[src/rtl/addr_arb_pkg.sv]
package addr_arb_pkg;

    // Width of the stored owner index; covers up to 16 requesters.
    localparam int unsigned OWNER_W = 4;

    typedef enum logic [1:0] {
        ST_IDLE  = 2'd0,   // no grant, no address tenure
        ST_GRANT = 2'd1,   // grant out, waiting for transfer start
        ST_ADDR  = 2'd2    // address tenure running, waiting for acknowledge
    } arb_state_e;

    typedef struct packed {
        arb_state_e           st;
        logic [OWNER_W-1:0]   owner;
    } arb_reg_t;

endpackage

[src/rtl/addr_arb_eff_prio.sv]
module addr_arb_eff_prio #(
    parameter int unsigned N_EXT  = 3,
    parameter int unsigned N_INT  = 4,
    parameter int unsigned PRIO_W = 3,
    localparam int unsigned N_REQ = N_EXT + N_INT
) (
    input  logic [N_EXT-1:0]        ext_req,
    input  logic [N_INT-1:0]        int_req,
    input  logic [N_INT*PRIO_W-1:0] int_lvl,
    input  logic [N_REQ*PRIO_W-1:0] prio_cfg,
    output logic [N_REQ-1:0]        req_all,
    output logic [N_REQ*PRIO_W-1:0] prio_all
);

    assign req_all = {int_req, ext_req};

    // Off-chip requesters use their setting directly.
    for (genvar e = 0; e < N_EXT; e++) begin : g_ext
        assign prio_all[e*PRIO_W +: PRIO_W] = prio_cfg[e*PRIO_W +: PRIO_W];
    end

    // On-chip requesters are lifted by the level they present.
    for (genvar j = 0; j < N_INT; j++) begin : g_int
        localparam int unsigned SLOT = N_EXT + j;
        logic [PRIO_W-1:0] cfg_v;
        logic [PRIO_W-1:0] lvl_v;
        assign cfg_v = prio_cfg[SLOT*PRIO_W +: PRIO_W];
        assign lvl_v = int_lvl[j*PRIO_W +: PRIO_W];
        assign prio_all[SLOT*PRIO_W +: PRIO_W] = (lvl_v > cfg_v) ? lvl_v : cfg_v;
    end

endmodule

[src/rtl/addr_arb_pick.sv]
module addr_arb_pick #(
    parameter int unsigned N_REQ  = 7,
    parameter int unsigned PRIO_W = 3,
    parameter int unsigned IDX_W  = 4
) (
    input  logic [N_REQ-1:0]        req,
    input  logic [N_REQ*PRIO_W-1:0] prio,
    output logic                    win_vld,
    output logic [IDX_W-1:0]        win_idx
);

    logic [PRIO_W-1:0] best;

    // Strict comparison keeps the earlier (lower) index on ties.
    always_comb begin
        win_vld = 1'b0;
        win_idx = '0;
        best    = '0;
        for (int i = 0; i < int'(N_REQ); i++) begin
            if (req[i] && (!win_vld || (prio[i*PRIO_W +: PRIO_W] > best))) begin
                win_vld = 1'b1;
                win_idx = IDX_W'(i);
                best    = prio[i*PRIO_W +: PRIO_W];
            end
        end
    end

endmodule

[src/rtl/addr_arb_tenure_cnt.sv]
module addr_arb_tenure_cnt #(
    parameter int unsigned CNT_W = 2,
    parameter int unsigned CAP   = 2
) (
    input  logic             clk,
    input  logic             rst_n,
    input  logic             inc,
    input  logic             dec,
    output logic [CNT_W-1:0] cnt_q,
    output logic [CNT_W-1:0] cnt_d
);

    localparam logic [CNT_W-1:0] CAP_V = CNT_W'(CAP);

    always_comb begin
        cnt_d = cnt_q;
        if (inc && !dec && (cnt_q != CAP_V)) begin
            cnt_d = cnt_q + 1'b1;
        end else if (dec && !inc && (cnt_q != '0)) begin
            cnt_d = cnt_q - 1'b1;
        end
    end

    always_ff @(posedge clk) begin
        if (!rst_n) begin
            cnt_q <= '0;
        end else begin
            cnt_q <= cnt_d;
        end
    end

endmodule

[src/rtl/addr_arb.sv]
module addr_arb
    import addr_arb_pkg::*;
#(
    parameter int unsigned N_EXT  = 3,
    parameter int unsigned N_INT  = 4,
    parameter int unsigned PRIO_W = 3,
    localparam int unsigned N_REQ = N_EXT + N_INT,
    localparam int unsigned CNT_W = 2
) (
    input  logic                    clk,
    input  logic                    rst_n,
    input  logic [N_EXT-1:0]        ext_req,
    output logic [N_EXT-1:0]        ext_gnt,
    input  logic [N_INT-1:0]        int_req,
    input  logic [N_INT*PRIO_W-1:0] int_lvl,
    output logic [N_INT-1:0]        int_gnt,
    input  logic [N_REQ*PRIO_W-1:0] prio_cfg,
    input  logic                    pipe_one,
    input  logic                    xfer_start,
    input  logic                    addr_ack,
    input  logic                    data_done
);

    logic [N_REQ-1:0]        req_all;
    logic [N_REQ*PRIO_W-1:0] prio_all;
    logic                    win_vld;
    logic [OWNER_W-1:0]      win_idx;
    logic [CNT_W-1:0]        cnt_q;
    logic [CNT_W-1:0]        cnt_d;
    logic                    room;
    logic [N_REQ-1:0]        gnt_all;
    arb_reg_t                cur_q;
    arb_reg_t                nxt_d;

    addr_arb_eff_prio #(
        .N_EXT  (N_EXT),
        .N_INT  (N_INT),
        .PRIO_W (PRIO_W)
    ) u_eff (
        .ext_req  (ext_req),
        .int_req  (int_req),
        .int_lvl  (int_lvl),
        .prio_cfg (prio_cfg),
        .req_all  (req_all),
        .prio_all (prio_all)
    );

    addr_arb_pick #(
        .N_REQ  (N_REQ),
        .PRIO_W (PRIO_W),
        .IDX_W  (OWNER_W)
    ) u_pick (
        .req     (req_all),
        .prio    (prio_all),
        .win_vld (win_vld),
        .win_idx (win_idx)
    );

    addr_arb_tenure_cnt #(
        .CNT_W (CNT_W),
        .CAP   (2)
    ) u_cnt (
        .clk   (clk),
        .rst_n (rst_n),
        .inc   (addr_ack),
        .dec   (data_done),
        .cnt_q (cnt_q),
        .cnt_d (cnt_d)
    );

    // A new tenure fits when the count after this cycle stays within depth.
    assign room = (cnt_d <= CNT_W'(pipe_one));

    always_comb begin
        nxt_d = cur_q;
        unique case (cur_q.st)
            ST_IDLE: begin
                if (win_vld && room) begin
                    nxt_d.st    = ST_GRANT;
                    nxt_d.owner = win_idx;
                end
            end
            ST_GRANT: begin
                if (xfer_start) begin
                    nxt_d.st = ST_ADDR;
                end
            end
            ST_ADDR: begin
                if (addr_ack) begin
                    if (win_vld && room) begin
                        nxt_d.st    = ST_GRANT;
                        nxt_d.owner = win_idx;
                    end else begin
                        nxt_d.st = ST_IDLE;
                    end
                end
            end
            default: nxt_d.st = ST_IDLE;
        endcase
    end

    always_ff @(posedge clk) begin
        if (!rst_n) begin
            cur_q <= '{st: ST_IDLE, owner: '0};
        end else begin
            cur_q <= nxt_d;
        end
    end

    for (genvar g = 0; g < N_REQ; g++) begin : g_gnt
        assign gnt_all[g] = (cur_q.st == ST_GRANT) && (cur_q.owner == OWNER_W'(g));
    end

    assign ext_gnt = gnt_all[N_EXT-1:0];
    assign int_gnt = gnt_all[N_REQ-1:N_EXT];

endmodule

[config.mk]
export PLATFORM = sky130hd
export DESIGN_NAME = addr_arb
export DESIGN_NICKNAME = d
export VERILOG_FILES = /design/src/rtl/addr_arb_pkg.sv /design/src/rtl/addr_arb_eff_prio.sv /design/src/rtl/addr_arb_pick.sv /design/src/rtl/addr_arb_tenure_cnt.sv /design/src/rtl/addr_arb.sv
export SDC_FILE = /design/constraint.sdc
export NUM_CORES = 1
export LEC_CHECK = 0
export ABC_AREA = 1
export BUFFER_PORTS_ARGS = -buffer_cell sky130_fd_sc_hd__buf_2
export CORE_MARGIN = 2
export CORE_UTILIZATION = 47
export CTS_CLUSTER_SIZE = 14
export DETAILED_ROUTE_END_ITERATION = 8
export PLACE_DENSITY_LB_ADDON = 0.15
export SYNTH_ARGS = -nofsm -noshare
export SYNTH_HDL_FRONTEND = slang
export SYNTH_SLANG_ARGS = --single-unit
[constraint.sdc]
create_clock -name clk -period 6.4 [get_ports clk]
set_clock_uncertainty 0.2 [all_clocks]
set_input_delay 0.64 -clock clk [delete_from_list [all_inputs] [get_ports clk]]
set_output_delay 0.64 -clock clk [all_outputs]
set_load 0.05 [all_outputs]
Yosys cells after proc, flatten, opt, wreduce, memory -nomap -nowiden:

Index checks and enable logic that the tools add are counted.

* register bits after elaboration: 8
* bits of input ports: 46
* output and inout bits: 7
* logic and storage cells: 99

* add/subtract/negate cells: 2
* order comparisons: 11
* equal/unequal tests: 13
* multiplexer cells: 32
* reduce and logical (&&, ||, !) cells: 38

Operators by type and width (count)
* 3-bit 2-to-1 mux: 13
* 3-bit > comparator: 10
* 1-bit logical AND: 18
* 4-bit by 3-bit == test with 1-bit output (second input constant): 3
* 6-bit 2-to-1 mux: 2
* 2-bit 2-to-1 mux: 5
* 2-bit != test (second input constant): 5
* 1-bit 2-to-1 mux: 9
* 4-bit by 2-bit == test with 1-bit output (second input constant): 2
* 1-bit zero test: 8
* 4-bit case mux with 2 select lines: 1
* 1-bit logical OR: 6
* 2-bit case mux with 3 select lines: 1
* 4-bit by 1-bit == test with 1-bit output (second input constant): 1
* 4-bit zero test: 1
* 4-bit 2-to-1 mux: 1
* 4-bit AND reduction: 1
* 2-bit nonzero test: 2
* 3-bit AND reduction: 1
* 2-bit by 1-bit adder with 2-bit output (second input constant): 1
* 2-bit by 1-bit == test with 1-bit output (second input constant): 1
* 2-bit == test (second input constant): 1
* 2-bit by 1-bit less-or-equal comparator with 1-bit output: 1
* 2-bit zero test: 1
* 2-bit by 1-bit subtractor with 2-bit output (second input constant): 1

Depth between registers and ports, before layout:

* depth in word-level cells: 29
* depth in mapped cells: 58
* mapped depth without buffers: 58

Cells and area by module:

A second synthesis with hierarchy kept.

* cell total of the unflattened synthesis: 335
* area total of the unflattened synthesis: 2025.7 um^2

By module, submodules not included
* addr_arb_pick: instances 1, cells an instance 144, area an instance 877.1 um^2, sequential area each 0.0 um^2
* addr_arb_eff_prio: instances 1, cells an instance 100, area an instance 596.8 um^2, sequential area each 0.0 um^2
* addr_arb: instances 1, cells an instance 66, area an instance 387.9 um^2, sequential area each 120.1 um^2
* addr_arb_tenure_cnt: instances 1, cells an instance 25, area an instance 163.9 um^2, sequential area each 40.0 um^2

Least setup slack after synthesis:

OpenSTA, ideal clock, no wires.

* path type: in2reg
* start: input port prio_cfg[2]
* end: register cur_q[0] (netlist bit)
* setup time: 0.066 ns
* arrival: 5.991 ns
* required time: 6.134 ns
* slack: 0.143 ns
* stages on the path: 53
* path buffers: 0
* cells stage by stage: nand2_1 ha_1 a21oi_1 nand2_1 nand2_1 nand2_2 nand3_1 nand2_1 ha_1 a21oi_1 o21ai_1 nand2_1 nand2_1 nand2_2 nand3_1 nand2_1 inv_1 ha_1 (+17 left out) ha_1 nand2_1 o21ai_0 nand2_1 nand2_1 nand2_2 or2_0 nand2_1 ha_1 nand2_1 nor2_1 nor2_1 a22oi_1 nor2_1 nor2_1 nor2_2 nand2_1 a21oi_2

* longest elaborated chain between the ends: 28
* elaborated cells between the ends (all ways): 49
* classes of those cells: order compare: 6; eq/ne: 2; mux: 22; reduce/logical: 19

Ends and longest elaborated chain
* from (decl): RTL line addr_arb.sv:17 `input logic [N_REQ*PRIO_W-1:0] prio_cfg,`
* 3-bit 2-to-1 mux *: RTL line addr_arb_pick.sv:20 `if (req[i] && (!win_vld || (prio[i*PRIO_W +: PRIO_W] > best))) begin`
* 3-bit > comparator: RTL line addr_arb_pick.sv:20
* 1-bit logical OR: RTL line addr_arb_pick.sv:20
* 1-bit logical AND: RTL line addr_arb_pick.sv:20
* 3-bit 2-to-1 mux or 1-bit 2-to-1 mux (tied branches): RTL line addr_arb_pick.sv:20
* 3-bit > comparator or 1-bit zero test (tied branches): RTL line addr_arb_pick.sv:20
* 1-bit logical OR: RTL line addr_arb_pick.sv:20
* 1-bit logical AND: RTL line addr_arb_pick.sv:20
* (+12 left out)
* 3-bit 2-to-1 mux or 1-bit 2-to-1 mux (tied branches): RTL line addr_arb_pick.sv:20
* 3-bit > comparator or 1-bit zero test (tied branches): RTL line addr_arb_pick.sv:20
* 1-bit logical OR: RTL line addr_arb_pick.sv:20
* 1-bit logical AND: RTL line addr_arb_pick.sv:20
* 3-bit 2-to-1 mux or 1-bit 2-to-1 mux (tied branches): RTL line addr_arb_pick.sv:20
* 4-bit 2-to-1 mux or 1-bit logical AND (tied branches): RTL line addr_arb.sv:90, addr_arb.sv:78
* 6-bit 2-to-1 mux or 2-bit != test (tied branches)
* 4-bit case mux with 2 select lines or 4-bit AND reduction (tied branches)
* to (signal assigned): RTL line addr_arb.sv:104 `cur_q <= '{st: ST_IDLE, owner: '0};`
* to (signal assigned): RTL line addr_arb.sv:106 `cur_q <= nxt_d;`
* to (decl): RTL line addr_arb.sv:32 `arb_reg_t cur_q;`

Mark *: on every way between the ends. The rest lies on a longest branch, timed or not. The select of a mux whose other input is x is not followed.
A chain may end at the register's enable or synchronous reset.

Worst setup path in the final report:

* start: input port ext_req[0]
* end: register cur_q[2] (netlist bit)

* longest elaborated chain between the ends: 28
* elaborated cells between the ends (all ways): 48
* classes of those cells: order compare: 6; eq/ne: 2; mux: 20; reduce/logical: 20

Ends and longest elaborated chain
* from (decl): RTL line addr_arb.sv:12 `input logic [N_EXT-1:0] ext_req,`
* 3-bit 2-to-1 mux or 1-bit 2-to-1 mux (tied branches): RTL line addr_arb_pick.sv:20
* 3-bit > comparator or 1-bit zero test (tied branches): RTL line addr_arb_pick.sv:20
* 1-bit logical OR: RTL line addr_arb_pick.sv:20
* 1-bit logical AND: RTL line addr_arb_pick.sv:20
* 3-bit 2-to-1 mux or 1-bit 2-to-1 mux (tied branches): RTL line addr_arb_pick.sv:20
* 3-bit > comparator or 1-bit zero test (tied branches): RTL line addr_arb_pick.sv:20
* 1-bit logical OR: RTL line addr_arb_pick.sv:20
* 1-bit logical AND: RTL line addr_arb_pick.sv:20
* (+12 left out)
* 3-bit 2-to-1 mux or 1-bit 2-to-1 mux (tied branches): RTL line addr_arb_pick.sv:20
* 3-bit > comparator or 1-bit zero test (tied branches): RTL line addr_arb_pick.sv:20
* 1-bit logical OR: RTL line addr_arb_pick.sv:20
* 1-bit logical AND: RTL line addr_arb_pick.sv:20
* 3-bit 2-to-1 mux or 1-bit 2-to-1 mux (tied branches): RTL line addr_arb_pick.sv:20
* 4-bit 2-to-1 mux or 1-bit logical AND (tied branches): RTL line addr_arb.sv:90, addr_arb.sv:78
* 6-bit 2-to-1 mux or 2-bit != test (tied branches)
* 4-bit case mux with 2 select lines or 4-bit AND reduction (tied branches)

Parallel ways exist; a longest one is shown, timed or not. The select of a mux whose other input is x is not followed.

==> flow_results.xml <==
<?xml version="1.0" encoding="UTF-8"?>
<metrics>
  <group name="timing">
    <metric name="timing.final.hold_violations" unit="">0</metric>
    <metric name="slew_headroom" unit="%">66.59</metric>
    <metric name="max_freq" unit="GHz">0.1495</metric>
    <metric name="slew_viol_final" unit="">0</metric>
    <metric name="post-route-worst-setup-slack" unit="ns">-0.2873</metric>
    <metric name="max_slew.worst_pin.slew" unit="ns">0.4960</metric>
    <metric name="grt_setup_unrepaired" unit="">true</metric>
    <metric name="final.period_utilization" unit="%">104.5</metric>
    <metric name="finalCriticalPeriod" unit="ns">6.687</metric>
    <metric name="setup_viol" unit="">3</metric>
  </group>
  <group name="clock_tree">
    <metric name="cts.reportedPaths.clkPinSlew" unit="ns">0.05</metric>
    <metric name="clock_sinks" unit="">7</metric>
    <metric name="cts_root_buf" unit="">clkbuf_4</metric>
    <metric name="h-tree-depth" unit="">1</metric>
    <metric name="clk_latency" unit="ns">0.25</metric>
    <metric name="cts_buffers" unit="">3</metric>
    <metric name="cts_tree" unit="">done</metric>
    <metric name="cts_buffer_depth" unit="">2</metric>
  </group>
  <group name="worst_setup_path">
    <metric name="cp_max_fo" unit="">5</metric>
    <metric name="critical_path.endpoint_type" unit="">flip-flop</metric>
    <metric name="slowest_stage" unit="">ha_4</metric>
    <metric name="setup.worst_path.start_class" unit="">input port</metric>
    <metric name="cp_data_required_time" unit="ns">6.39</metric>
    <metric name="critPathMostFrequentCell" unit="">nand2_1</metric>
    <metric name="timing_worst_setup_path_type" unit="">in2reg</metric>
    <metric name="r2r_setup_slack" unit="ns">4.09</metric>
    <metric name="arrival" unit="ns">6.67</metric>
    <metric name="worst_path_largest_cell_delay" unit="ns">0.28</metric>
  </group>
  <group name="layout">
    <metric name="drive_gt1_share" unit="%">48.53</metric>
    <metric name="final_net_count" unit="">455</metric>
    <metric name="most-common-layout-cells" unit="">60 x nand2_1, 50 x buf_2, 39 x inv_1</metric>
    <metric name="area_growth_from_synthesis_to_layout" unit="%">64.95</metric>
    <metric name="antennaDiodeCount" unit="">0</metric>
    <metric name="final_common_cell" unit="">nand2_1</metric>
    <metric name="fillers" unit="">238</metric>
    <metric name="finish.utilization" unit="%">80.46</metric>
    <metric name="finalInstanceArea" unit="mm^2">0.002685</metric>
  </group>
  <group name="floorplan">
    <metric name="die_height" unit="um">62.85</metric>
    <metric name="core_area" unit="mm^2">0.003337</metric>
    <metric name="starting_density" unit="%">48.78</metric>
    <metric name="floorplan.rows" unit="">21</metric>
    <metric name="design.die.area" unit="mm^2">0.003950</metric>
    <metric name="io-pin-count" unit="">53</metric>
    <metric name="die_w" unit="um">62.85</metric>
  </group>
  <group name="detailed_routing">
    <metric name="initialDrtViolationCount" unit="">47</metric>
    <metric name="detail_route.first_pass.iterations" unit="">4</metric>
    <metric name="post_drt_wl_per_cell" unit="um">12.66</metric>
    <metric name="via_count" unit="">2152</metric>
    <metric name="via_per_inst" unit="">5.112</metric>
    <metric name="route.detailed.drc" unit="">0</metric>
    <metric name="antenna_violating_nets_post_route" unit="">0</metric>
    <metric name="postRouteWirelength" unit="um">5328</metric>
  </group>
  <group name="hold_path">
    <metric name="hp-class" unit="">reg2reg</metric>
  </group>
  <group name="place">
    <metric name="place_congestion" unit="">0.8476</metric>
    <metric name="dp_hpwl" unit="um">3140</metric>
    <metric name="buffer_ports.inserted" unit="">52</metric>
    <metric name="placed_area" unit="mm^2">0.002178</metric>
  </group>
  <group name="logic_synthesis">
    <metric name="synthesis.area" unit="mm^2">0.001628</metric>
    <metric name="synth.ff_latch_count" unit="">7</metric>
    <metric name="post_synth.cell_area_avg" unit="um^2">5.855</metric>
    <metric name="synth_nets" unit="">357</metric>
    <metric name="synth_sequential_area_ratio" unit="%">8.609</metric>
    <metric name="post-synth-top-area-cell" unit="">ha_1</metric>
    <metric name="synth_largest_type_area_fraction" unit="%">25.37</metric>
    <metric name="cell_types_occupying_the_most_area_after_synthesis" unit="">ha_1 25%, nand2_1 20%, inv_1 11%, dfxtp_1 8.6%, nand3_1 8.3%</metric>
    <metric name="number_of_synthesis_warnings" unit="">0</metric>
    <metric name="ys_types" unit="">24</metric>
    <metric name="netlist_instances" unit="">278</metric>
  </group>
  <group name="global_route">
    <metric name="grt.total_usage" unit="%">20.26</metric>
    <metric name="global_route.overflow_total" unit="">0</metric>
    <metric name="antenna_found_initial" unit="">0</metric>
    <metric name="grt_first_pass_wirelength" unit="um">6893</metric>
    <metric name="vias_in_the_first_global_route" unit="">1816</metric>
    <metric name="pin_count_of_the_biggest_net_entering_global_routing" unit="">6</metric>
  </group>
  <group name="power_and_ir_drop">
    <metric name="leakage" unit="nW">1.484</metric>
    <metric name="p_total" unit="uW">630.6</metric>
    <metric name="pwr_density_cell" unit="mW/mm^2">234.9</metric>
    <metric name="ir_drop" unit="uV">118.7</metric>
  </group>
  <group name="run_status">
    <metric name="violations" unit="">negative setup slack</metric>
    <metric name="run_status" unit="">finished with violations</metric>
  </group>
  <group name="flow_run">
    <metric name="timing.max_cap.violations" unit="">0</metric>
  </group>
</metrics>
synthesized netlist by cell type, drive strengths merged:
cell type / number
o21a: 2
nand2: 91
xor2: 1
or2: 1
dfxtp: 7
o211ai: 1
a21oi: 19
and2: 3
ha: 33
a22oi: 1
nor2: 25
inv: 48
nor3: 1
o21ai: 16
nand3: 29
critical path, delay by kind of cell:
kind	cells	cell delay, ns
buffers and inverters	6	0.57
AND/OR/NAND/NOR	37	3.08
AO/OA/AOI/OAI	6	0.72
adder cells (fa/ha/maj)	6	1.62
cell families (layout without fill, tap and decap cells):
group,count (synthesis),count (layout),synth area share (%)
AND/OR/NAND/NOR,150,150,40.12
buffers and inverters,48,145,11.07
AO/OA/AOI/OAI,39,39,14.30
adder cells (fa/ha/maj),33,33,25.37
flip-flops,7,7,8.608
XOR/XNOR,1,1,0.5381
where the power goes:
part	internal (mW)	switching (mW)
clock	0.0238	0.0160
sequential	0.0548	0.00503
combinational	0.246	0.286
total	0.324	0.307
state kept, by name (all words and copies together), names as in the netlist:
signal / cells
cur_q: 5
u_cnt.cnt_q: 2
per-stage QoR:
| stage | worst slack [ns] | hold slack, ns | TNS, ns | std cells |
|---|---|---|---|---|
| global placement | -0.3774 | 0.2873 | -1.058 | 407 |
| detailed placement | -0.5404 | 0.2915 | -1.535 | 407 |
| CTS | -0.00006262 | 0.2994 | -0.00006262 | 416 |
| global route | -0.6609 | 0.3370 | -1.883 | 421 |
| finish | -0.2873 | 0.2918 | -0.7674 | 421 |
| floorplan | 0.1430 | 0.2689 | 0 | 278 |
path summary, 6_finish.rpt:
path,start,to,cells past startpoint
min reg2reg,cur_q[0],cur_q[0],2
max,ext_req[0],cur_q[2],55
min,cur_q[0],cur_q[0],2
max reg2reg,u_cnt.cnt_q[0],cur_q[2],13
what timing repair did:
action / 4_1_cts / 5_1_grt
buffers inserted: 5 / 5
resized for setup: 21 / 70
pin swaps: 6 / 60
hold buffers: 0 / 0
endpoints found under the setup margin: 3 / 3
routing by layer:
metal | share of wire [%] | GRT usage (%) | vias up
li1 | - | - | 1088
met1 | 40 | 24.89 | 982
met2 | 53 | 37.77 | 64
met3 | 3.2 | 2.883 | 18
met4 | 3.5 | 3.056 | 0
met5 | 0 | 0 | -
layout make-up:
class	count	area [um^2]	share of cell area, %
clock buffer	4	26.28	0.9786
multi-input combinational	223	1675	62.40
timing repair buffer	93	600.6	22.37
sequential	7	140.1	5.219
inverter	48	185.2	6.897
tap	46	57.56	2.144
Note: power is estimated with default switching activity, not from simulation.
